===== config.mk =====
export PLATFORM = sky130hd
export DESIGN_NAME = otp_byte_mem
export DESIGN_NICKNAME = d
export VERILOG_FILES = /design/src/rtl/otp_pkg.sv /design/src/rtl/otp_mode_dec.sv /design/src/rtl/otp_cell_array.sv /design/src/rtl/otp_read_pipe.sv /design/src/rtl/otp_byte_mem.sv
export SDC_FILE = /design/constraint.sdc
export NUM_CORES = 2
export LEC_CHECK = 0
export BUFFER_PORTS_ARGS = -buffer_cell sky130_fd_sc_hd__clkbuf_2
export CORE_ASPECT_RATIO = 1.4
export CORE_UTILIZATION = 45
export CTS_BUF_LIST = sky130_fd_sc_hd__clkbuf_4
export CTS_CLUSTER_SIZE = 40
export DETAILED_ROUTE_END_ITERATION = 7
export PLACE_DENSITY = 0.69
export SLEW_MARGIN = 20
export SYNTH_ARGS = -nofsm -noshare
export SYNTH_HDL_FRONTEND = slang
export SYNTH_HIERARCHICAL = 1
export SYNTH_SLANG_ARGS = --single-unit
export TNS_END_PERCENT = 1

===== constraint.sdc =====
create_clock -name clk -period 2.9 [get_ports clk]
set_clock_uncertainty 0.15 [all_clocks]
set_input_delay 0.58 -clock clk [delete_from_list [all_inputs] [get_ports clk]]
set_output_delay 0.58 -clock clk [all_outputs]
set_load 0.1 [all_outputs]

===== src/rtl/otp_pkg.sv =====
package otp_pkg;

   typedef enum logic [2:0] {
      M_STANDBY,
      M_OFF,
      M_READ,
      M_IDENT,
      M_PROG,
      M_VERIFY,
      M_INHIBIT,
      M_FAULT
   } otp_mode_t;

   function automatic logic mode_drives(input otp_mode_t m);
      return (m == M_READ) || (m == M_IDENT) || (m == M_VERIFY);
   endfunction

endpackage


===== src/rtl/otp_mode_dec.sv =====
module otp_mode_dec
   import otp_pkg::*;
(
   input  logic      ce_n,
   input  logic      oe_n,
   input  logic      prog_hi,
   input  logic      sig_mode,
   output otp_mode_t mode,
   output logic      drive,
   output logic      wr_level,
   output logic      fault
);

   always_comb begin
      if (prog_hi && sig_mode) begin
         mode = M_FAULT;
      end else if (prog_hi) begin
         case ({ce_n, oe_n})
            2'b01:   mode = M_PROG;
            2'b10:   mode = M_VERIFY;
            default: mode = M_INHIBIT;
         endcase
      end else if (ce_n) begin
         mode = M_STANDBY;
      end else if (oe_n) begin
         mode = M_OFF;
      end else begin
         mode = sig_mode ? M_IDENT : M_READ;
      end
   end

   assign drive    = mode_drives(mode);
   assign wr_level = (mode == M_PROG);
   assign fault    = (mode == M_FAULT);

endmodule


===== src/rtl/otp_cell_array.sv =====
module otp_cell_array #(
   parameter int DATA_W = 8,
   parameter int DEPTH  = 256,
   localparam int IDX_W = $clog2(DEPTH)
) (
   input  logic              clk,
   input  logic              rst_n,
   input  logic              erase,
   input  logic              wr_level,
   input  logic [IDX_W-1:0]  idx,
   input  logic [DATA_W-1:0] wr_data,
   output logic [DATA_W-1:0] rd_data
);

   logic [DATA_W-1:0] cells [DEPTH];
   logic              wr_prev;
   logic              wr_strobe;

   assign wr_strobe = wr_level && !wr_prev;

   always_ff @(posedge clk or negedge rst_n) begin
      if (!rst_n) begin
         wr_prev <= 1'b0;
         for (int i = 0; i < DEPTH; i++) begin
            cells[i] <= '1;
         end
      end else begin
         wr_prev <= wr_level;
         if (erase) begin
            for (int i = 0; i < DEPTH; i++) begin
               cells[i] <= '1;
            end
         end else if (wr_strobe) begin
            cells[idx] <= cells[idx] & wr_data;
         end
      end
   end

   assign rd_data = cells[idx];

endmodule


===== src/rtl/otp_read_pipe.sv =====
module otp_read_pipe #(
   parameter int DATA_W = 8,
   parameter int LAT    = 2
) (
   input  logic              clk,
   input  logic              rst_n,
   input  logic              drive,
   input  logic [DATA_W-1:0] din,
   output logic              q_oe,
   output logic [DATA_W-1:0] q
);

   logic [LAT-1:0]    vld;
   logic [DATA_W-1:0] stg [LAT];

   always_ff @(posedge clk or negedge rst_n) begin
      if (!rst_n) begin
         vld[0] <= 1'b0;
         stg[0] <= '0;
      end else begin
         vld[0] <= drive;
         stg[0] <= din;
      end
   end

   for (genvar gi = 1; gi < LAT; gi++) begin : g_stage
      always_ff @(posedge clk or negedge rst_n) begin
         if (!rst_n) begin
            vld[gi] <= 1'b0;
            stg[gi] <= '0;
         end else begin
            vld[gi] <= vld[gi-1] && drive;
            stg[gi] <= stg[gi-1];
         end
      end
   end

   assign q_oe = vld[LAT-1];
   assign q    = vld[LAT-1] ? stg[LAT-1] : '0;

endmodule


===== src/rtl/otp_byte_mem.sv =====
module otp_byte_mem
   import otp_pkg::*;
#(
   parameter int                ADDR_W   = 19,
   parameter int                DATA_W   = 8,
   parameter int                DEPTH    = 256,
   parameter int                ACC_LAT  = 2,
   parameter logic [DATA_W-1:0] MFR_CODE = 8'h20,
   parameter logic [DATA_W-1:0] DEV_CODE = 8'h41
) (
   input  logic              clk,
   input  logic              rst_n,
   input  logic              ce_n,
   input  logic              oe_n,
   input  logic              prog_hi,
   input  logic              sig_mode,
   input  logic              erase,
   input  logic [ADDR_W-1:0] addr,
   input  logic [DATA_W-1:0] din,
   output logic [DATA_W-1:0] dq_o,
   output logic              dq_oe,
   output logic              proto_err
);

   localparam int IDX_W = $clog2(DEPTH);

   if (ACC_LAT < 1) begin : g_bad_lat
      $fatal(1, "ACC_LAT must be at least 1");
   end
   if (DEPTH < 2 || (DEPTH & (DEPTH - 1)) != 0) begin : g_bad_depth
      $fatal(1, "DEPTH must be a power of two of at least 2");
   end
   if (IDX_W > ADDR_W) begin : g_bad_addr
      $fatal(1, "DEPTH exceeds the address space");
   end
   if (DATA_W < 1) begin : g_bad_data
      $fatal(1, "DATA_W must be positive");
   end

   otp_mode_t         mode;
   logic              drive;
   logic              wr_level;
   logic [IDX_W-1:0]  idx;
   logic [DATA_W-1:0] cell_q;
   logic [DATA_W-1:0] lookup;
   logic              unused_addr_hi;

   assign idx            = addr[IDX_W-1:0];
   assign unused_addr_hi = ^addr;

   otp_mode_dec u_dec (
      .ce_n     (ce_n),
      .oe_n     (oe_n),
      .prog_hi  (prog_hi),
      .sig_mode (sig_mode),
      .mode     (mode),
      .drive    (drive),
      .wr_level (wr_level),
      .fault    (proto_err)
   );

   otp_cell_array #(
      .DATA_W (DATA_W),
      .DEPTH  (DEPTH)
   ) u_array (
      .clk      (clk),
      .rst_n    (rst_n),
      .erase    (erase),
      .wr_level (wr_level),
      .idx      (idx),
      .wr_data  (din),
      .rd_data  (cell_q)
   );

   always_comb begin
      if (mode == M_IDENT) begin
         lookup = addr[0] ? DEV_CODE : MFR_CODE;
      end else begin
         lookup = cell_q;
      end
   end

   otp_read_pipe #(
      .DATA_W (DATA_W),
      .LAT    (ACC_LAT)
   ) u_pipe (
      .clk   (clk),
      .rst_n (rst_n),
      .drive (drive),
      .din   (lookup),
      .q_oe  (dq_oe),
      .q     (dq_o)
   );

endmodule


==> Yosys cells after proc, flatten, opt, wreduce, memory -nomap -nowiden <==
Index checks and enable logic that the tools add are counted.
{ "totals": {"ff_bits": 2067, "inputBits": 34, "out_inout_bits": 10, "word_cells": 297} }
{ "op_classes": {"magnitude_cmp": 2, "n_eq_ne": 7, "muxes": 17, "n_bitwise": 2, "n_reduce_logical": 8} }
{ "ops": {"columns": ["operator", "count"], "rows": [
  ["2048-bit two-way mux", 2],
  ["2048-bit bitwise mux", 1],
  ["8-bit binary-select mux with 8-bit select", 1],
  ["8-bit demux with 8-bit select", 1],
  ["8-bit two-way mux", 5],
  ["3-bit two-way mux", 4],
  ["3-bit equality test (second input constant)", 3],
  ["9-bit greater-or-equal comparator (second input constant)", 1],
  ["9-bit by 1-bit < comparator with 1-bit output (second input constant)", 1],
  ["8-bit NOT with 9-bit output", 1],
  ["8-bit bitwise AND", 1],
  ["7-bit two-way mux", 1],
  ["3-bit by 2-bit equality test with 1-bit output (second input constant)", 2],
  ["1-bit logical AND", 4],
  ["2-bit one-hot mux with 2 select lines", 1],
  ["2-bit by 1-bit equality test with 1-bit output (second input constant)", 1],
  ["2-bit equality test (second input constant)", 1],
  ["1-bit logical OR", 2],
  ["2-bit nonzero test", 1],
  ["1-bit logical NOT", 1],
  ["1-bit two-way mux", 1]
]} }

==> Longest topological paths before layout <==
{ "depth": {"ltp_word": 9, "mapped_depth": 19, "mapped_depth_nobuf": 10} }

==> Modules after synthesis <==
The synthesis kept the hierarchy.
{ "modules_own_cells": {"columns": ["module", "n_inst", "cells_per_inst", "area_per_inst_um2", "seq_area_each_um2"], "rows": [
  ["otp_cell_array", 1, 9146, 98655.9, 53836.6],
  ["otp_read_pipe", 1, 27, 506.7, 450.4],
  ["otp_mode_dec", 1, 16, 115.1, 0.0],
  ["otp_byte_mem", 1, 10, 101.3, 0.0]
]} }

==> Least setup slack after synthesis <==
Ideal clock, no wire load.
{ "synth_timing": {"path_type": "input -> register", "startpoint": "input port addr[1]", "endpoint": "register u_array/cells[1007] in the netlist's numbering", "setup_time_ns": 0.100, "arrival_ns": 3.291, "required_time_ns": 2.650, "setup_slack_ns": -0.641, "cell_stages": 15, "path_buffers": 9, "path_cell_list": "buf_6 buf_8 buf_6 buf_6 buf_4 buf_6 buf_4 mux4_2 mux4_2 o22ai_1 o2111ai_1 nand4_4 buf_12 buf_8 o211ai_1"} }
{ "synth_via": {"elab_chain_len": 8, "elab_cells_between_ends": 13, "classes_between": "2 x order compare; 8 x mux; 2 x bitwise; 1 x reduce/logical"} }
{ "synth_rtl": {"columns": ["element", "line_no", "text"], "rows": [
  ["start: declaration", "otp_byte_mem.sv:18", "input logic [ADDR_W-1:0] addr,"],
  ["8-bit NOT with 9-bit output (not written as such) (*)", "otp_cell_array.sv:34", "cells[idx] <= cells[idx] & wr_data;"],
  ["8-bit binary-select mux with 8-bit select (tied with other cells)", "otp_cell_array.sv:34", null],
  ["8-bit two-way mux (not written as such) / 1-bit logical AND (equally long branches)", "otp_cell_array.sv:34", null],
  ["8-bit two-way mux (not written as such)", "otp_cell_array.sv:34", null],
  ["8-bit bitwise AND / 8-bit demux with 8-bit select (equally long branches)", "otp_cell_array.sv:34", null],
  ["2048-bit bitwise mux (*)", "otp_cell_array.sv:34", null],
  ["2048-bit two-way mux (*)", "otp_cell_array.sv:33", "end else if (wr_strobe) begin"],
  ["2048-bit two-way mux (*)", "otp_cell_array.sv:29", "if (erase) begin"],
  ["end signal: indexed assignment", "otp_cell_array.sv:34", null],
  ["end: declaration", "otp_cell_array.sv:15", "logic [DATA_W-1:0] cells [DEPTH];"]
]} }
Mark *: on every way between the ends. The rest lies on a longest branch, timed or not. The select of a mux whose other input is x is not followed.
A chain may end at the register's enable or synchronous reset.

==> Worst setup path in the final report <==
{ "layout_timing": {"startpoint": "register u_array/cells[1605] in the netlist's numbering", "endpoint": "register u_array/cells[1685] in the netlist's numbering"} }
{ "layout_via": {"elab_chain_len": 7} }
{ "layout_rtl": {"columns": ["element", "line_no"], "rows": [
  ["8-bit binary-select mux with 8-bit select", "otp_cell_array.sv:34"],
  ["8-bit two-way mux (not written as such) (2 in series)", "otp_cell_array.sv:34"],
  ["8-bit bitwise AND", "otp_cell_array.sv:34"],
  ["2048-bit bitwise mux", "otp_cell_array.sv:34"],
  ["2048-bit two-way mux", "otp_cell_array.sv:33"],
  ["2048-bit two-way mux", "otp_cell_array.sv:29"]
]} }
No other way between the ends. The select of a mux whose other input is x is not followed.

==> results.sh <==
export IMPL_grt_pass1_vias=80500
export IMPL_io_buffers=32
export IMPL_regArea_um2=54300
export IMPL_cts_sinks=2067
export IMPL_worst_slack_ps=-490
export IMPL_arrival_ps=4360
export IMPL_critPathMaxStageDelay_ps=520
export IMPL_worst_pin_slew_ps=1010
export IMPL_avgSynthCellArea_um2=10.8
export IMPL_ant_nets=0
export IMPL_drt_iter0_drc=7101
export IMPL_ys_seq_elements=2067
export IMPL_synth_edf_count=0
export IMPL_startpoint="u_array/cells[1605]$_DFFE_PN1P_"
export IMPL_grt_max_degree=183
export IMPL_hold_path_class="primary input to register"
export IMPL_drive_gt1_share_pct=42.4
export IMPL_ir_drop_mv=0.284
export IMPL_die_w_um=399
export IMPL_fp_dieH_um=558
export IMPL_wirelength_mm=323
export IMPL_row_count=203
export IMPL_rsz0062_at_grt="true"
export IMPL_die_area_um2=223000
export IMPL_crit_path_top_delay_cell="mux4_2"
export IMPL_fmax_ghz=0.295
export IMPL_cp_max_fo=29
export IMPL_syn_area_um2=99400
export IMPL_p_total_uw=58500
export IMPL_path_buf_inv=2
export IMPL_fillerInstances=18600
export IMPL_cts_tree="built"
export IMPL_place_area_um2=110000
export IMPL_leakagePower_uw=0.0505
export IMPL_grtUsageTotal_pct=28.1
export IMPL_ioPinCount=44
export IMPL_crit_type="register to register"
export IMPL_slew_limit_headroom_pct=32.6
export IMPL_crit_chain="mux4_2 -> mux4_2 -> o22ai_1 -> o311a_1 -> o21a_1 -> or3b_4 -> buf_12 -> buf_12 -> o211ai_1"
export IMPL_fin_crit_sh_pct=117
export IMPL_htree_levels=5
export IMPL_final_util_pct=53.7
export IMPL_status="finished, violations left"
export IMPL_start_util_pct=45.4
export IMPL_violations="negative setup slack"
export IMPL_setup_violations=2050
export IMPL_endpoint_kind="register"
export IMPL_worstSkewPairLatency_ps=1340
export IMPL_finalHoldViolations=0
export IMPL_reg2reg_from="u_array/cells[1605]$_DFFE_PN1P_"
export IMPL_slew_violations=0
export IMPL_first_pass_iters=8
export IMPL_place_hpwl_mm=210
export IMPL_cp_start_kind="register"
export IMPL_areaGrowthSynthToFinish_pct=18.3
export IMPL_drcViolationCount=0
export IMPL_ys_seq_area_share_pct=54.6
export IMPL_wl_per_cell_um=24.7
export IMPL_hold_start="erase"
export IMPL_cts_buffers=486
export IMPL_fin_crit_ps=3390
export IMPL_syn_inst=9199
export IMPL_cp_top_family="compound AO/OA/AOI/OAI gates"
export IMPL_clkPwrFrac_pct=39.3
export IMPL_clock_path_buffers=4
export IMPL_maxCapViolations=0
export IMPL_cp_required_ps=3870
export IMPL_ys_warn_count=6
export IMPL_grt_overflow=0
export IMPL_place_congestion=0.971
export IMPL_vias_per_cell=6.10
export IMPL_p_switching_uw=16100
export IMPL_finish_instance_area_um2=118000
export IMPL_p_int_uw=42400
export IMPL_coreArea_um2=219000
export IMPL_synth_net_count=9235
export IMPL_vias=79800
export IMPL_synthArstFlopShare_pct=100
export IMPL_p_sw_share_pct=27.6
export IMPL_p_per_area_nw_per_um2=497
export IMPL_fin_nets=9881
export IMPL_power_frac_comb_pct=11.0
export IMPL_synth_cell_types=66
export IMPL_antenna_found_initial=11
export IMPL_synth_ff_type="dfstp_2"
export IMPL_clk_pin_slew_ps=70
export IMPL_grt_pass1_wl_mm=485
export IMPL_multi_input_area_um2=40500
export IMPL_cts_root_buf="clkbuf_4"
export IMPL_seq_power_share_pct=49.7
-- what timing repair did --
| action | 4_1_cts | 5_1_grt |
|---|---|---|
| endpoints found under the setup margin | 2065 | 2057 |
| pin swaps | 53 | 174 |
| gates resized for setup | 89 | 161 |
| buffers inserted | 13 | 6 |
| endpoints found under the hold margin | 3198 | 0 |
| hold buffers | 21 | 0 |
| gates cloned | 12 | 25 |
-- final cells by class --
cell class                      count  share of cell area (%)
Multi-Input combinational cell   6151                    34.4
Sequential cell                  2067                    46.2
Clock buffer                      692                    4.42
Timing Repair Buffer             1129                    11.3
Antenna cell                        6                  0.0128
Inverter                           10                  0.0383
Clock inverter                    158                   0.638
Tap cell                         2870                    3.05
-- cells by family after synthesis --
logic type	after synthesis	share of synthesized area, %
buffers and inverters	981	5.23
and+or+nand+nor	1836	7.46
muxes	880	11.2
AOI/OAI and AO/OA	3433	21.5
adders and majority gates	2	0.0252
DFF	2067	54.6
-- per-layer routing --
metal | track usage, % | routed length (um) | up-vias | part of all wire, %
met5 | 0 | 41 | - | 0.013
met3 | 5.58 | 23700 | 1036 | 7.3
met4 | 20.7 | 26500 | 6 | 8.2
met1 | 32.9 | 118000 | 39800 | 36
li1 | - | - | 35300 | -
met2 | 45.9 | 155000 | 3688 | 48
-- state kept, by name, summed over array words and instances, names as in the netlist --
| register | count |
|---|---|
| u_pipe/q_oe | 1 |
| u_array/cells | 2048 |
| u_pipe/stg | 16 |
| u_pipe/vld | 1 |
| u_array/wr_prev | 1 |
-- cell usage in the layout, fill, tap and decap left out, drive strengths merged, types with 149 or more instances in the layout --
master / n
nand2: 1540
mux2i: 690
buf: 1057
o21ai: 943
clkbuf: 742
mux4: 184
clkinv: 149
a22oi: 156
a21oi: 1010
o211ai: 1136
dfstp: 2048
-- worst register-to-register path: cells and delay by family, from the launching register on --
| family | cells | cell delay [ps] |
|---|---|---|
| AO/OA/AOI/OAI | 4 | 1090 |
| buffers and inverters | 2 | 380 |
| flip-flops | 1 | 380 |
| multiplexers | 2 | 1020 |
| AND/OR/NAND/NOR | 1 | 180 |
-- final timing paths --
check,end,slack (ps),cells past startpoint
max,u_array/cells[1685]$_DFFE_PN1P_,-490,9
min,u_array/cells[1481]$_DFFE_PN1P_,160,4
max reg2reg,u_array/cells[1685]$_DFFE_PN1P_,-490,9
min reg2reg,u_pipe/stg[0]$_DFF_PN0_,190,0
max in group asynchronous,u_array/cells[1235]$_DFFE_PN1P_,140,6
min in group asynchronous,u_array/cells[1147]$_DFFE_PN1P_,610,4
-- cell usage after synthesis, types with 11 or more instances --
cell      number  area (um2)
dfstp_2     2048       53800
nand2_1     1536        5770
o211ai_1    1135        8520
a21oi_1     1010        5050
o21ai_0      763        3820
mux2i_1      690        6910
clkbuf_1     576        2160
mux4_2       184        4140
buf_2        174         871
a22oi_1      156        1170
o21ai_2      140        1230
o22ai_1      121         757
nor2_1        99         372
buf_6         75         845
buf_4         70         526
nand3_1       53         265
o21ai_1       40         200
buf_8         37         556
nor3_1        32         160
buf_1         29         109
nand4_1       28         175
dfrtp_1       19         475
a221oi_1      18         158
nor4_1        12        75.1
or4_1         12        90.1
a31oi_1       11        68.8
and2_1        11        68.8
-- power by group through the flow --
stage	combinational [uW]	sequential [uW]	clock, uW
after floorplan	2680	29500	0
after global placement	5520	29500	0
after detailed placement	5580	29500	0
after CTS	5920	29100	23500
after global routing	6620	29100	24900
final	6430	29100	23000
-- metrics by stage --
step | hold WS, ps | TNS, ps | setup WS (ps) | cells
2_1_floorplan | 134 | -822420 | -459 | 9199
3_3_place_gp | 187 | -2763130 | -1630 | 12200
3_5_place_dp | 188 | -2794910 | -1660 | 12200
4_1_cts | 52.1 | -497740 | -404 | 13000
5_1_grt | 126 | -609770 | -472 | 13100
6_report | 163 | -581530 | -490 | 13100
(Power assumes the default switching activity.)
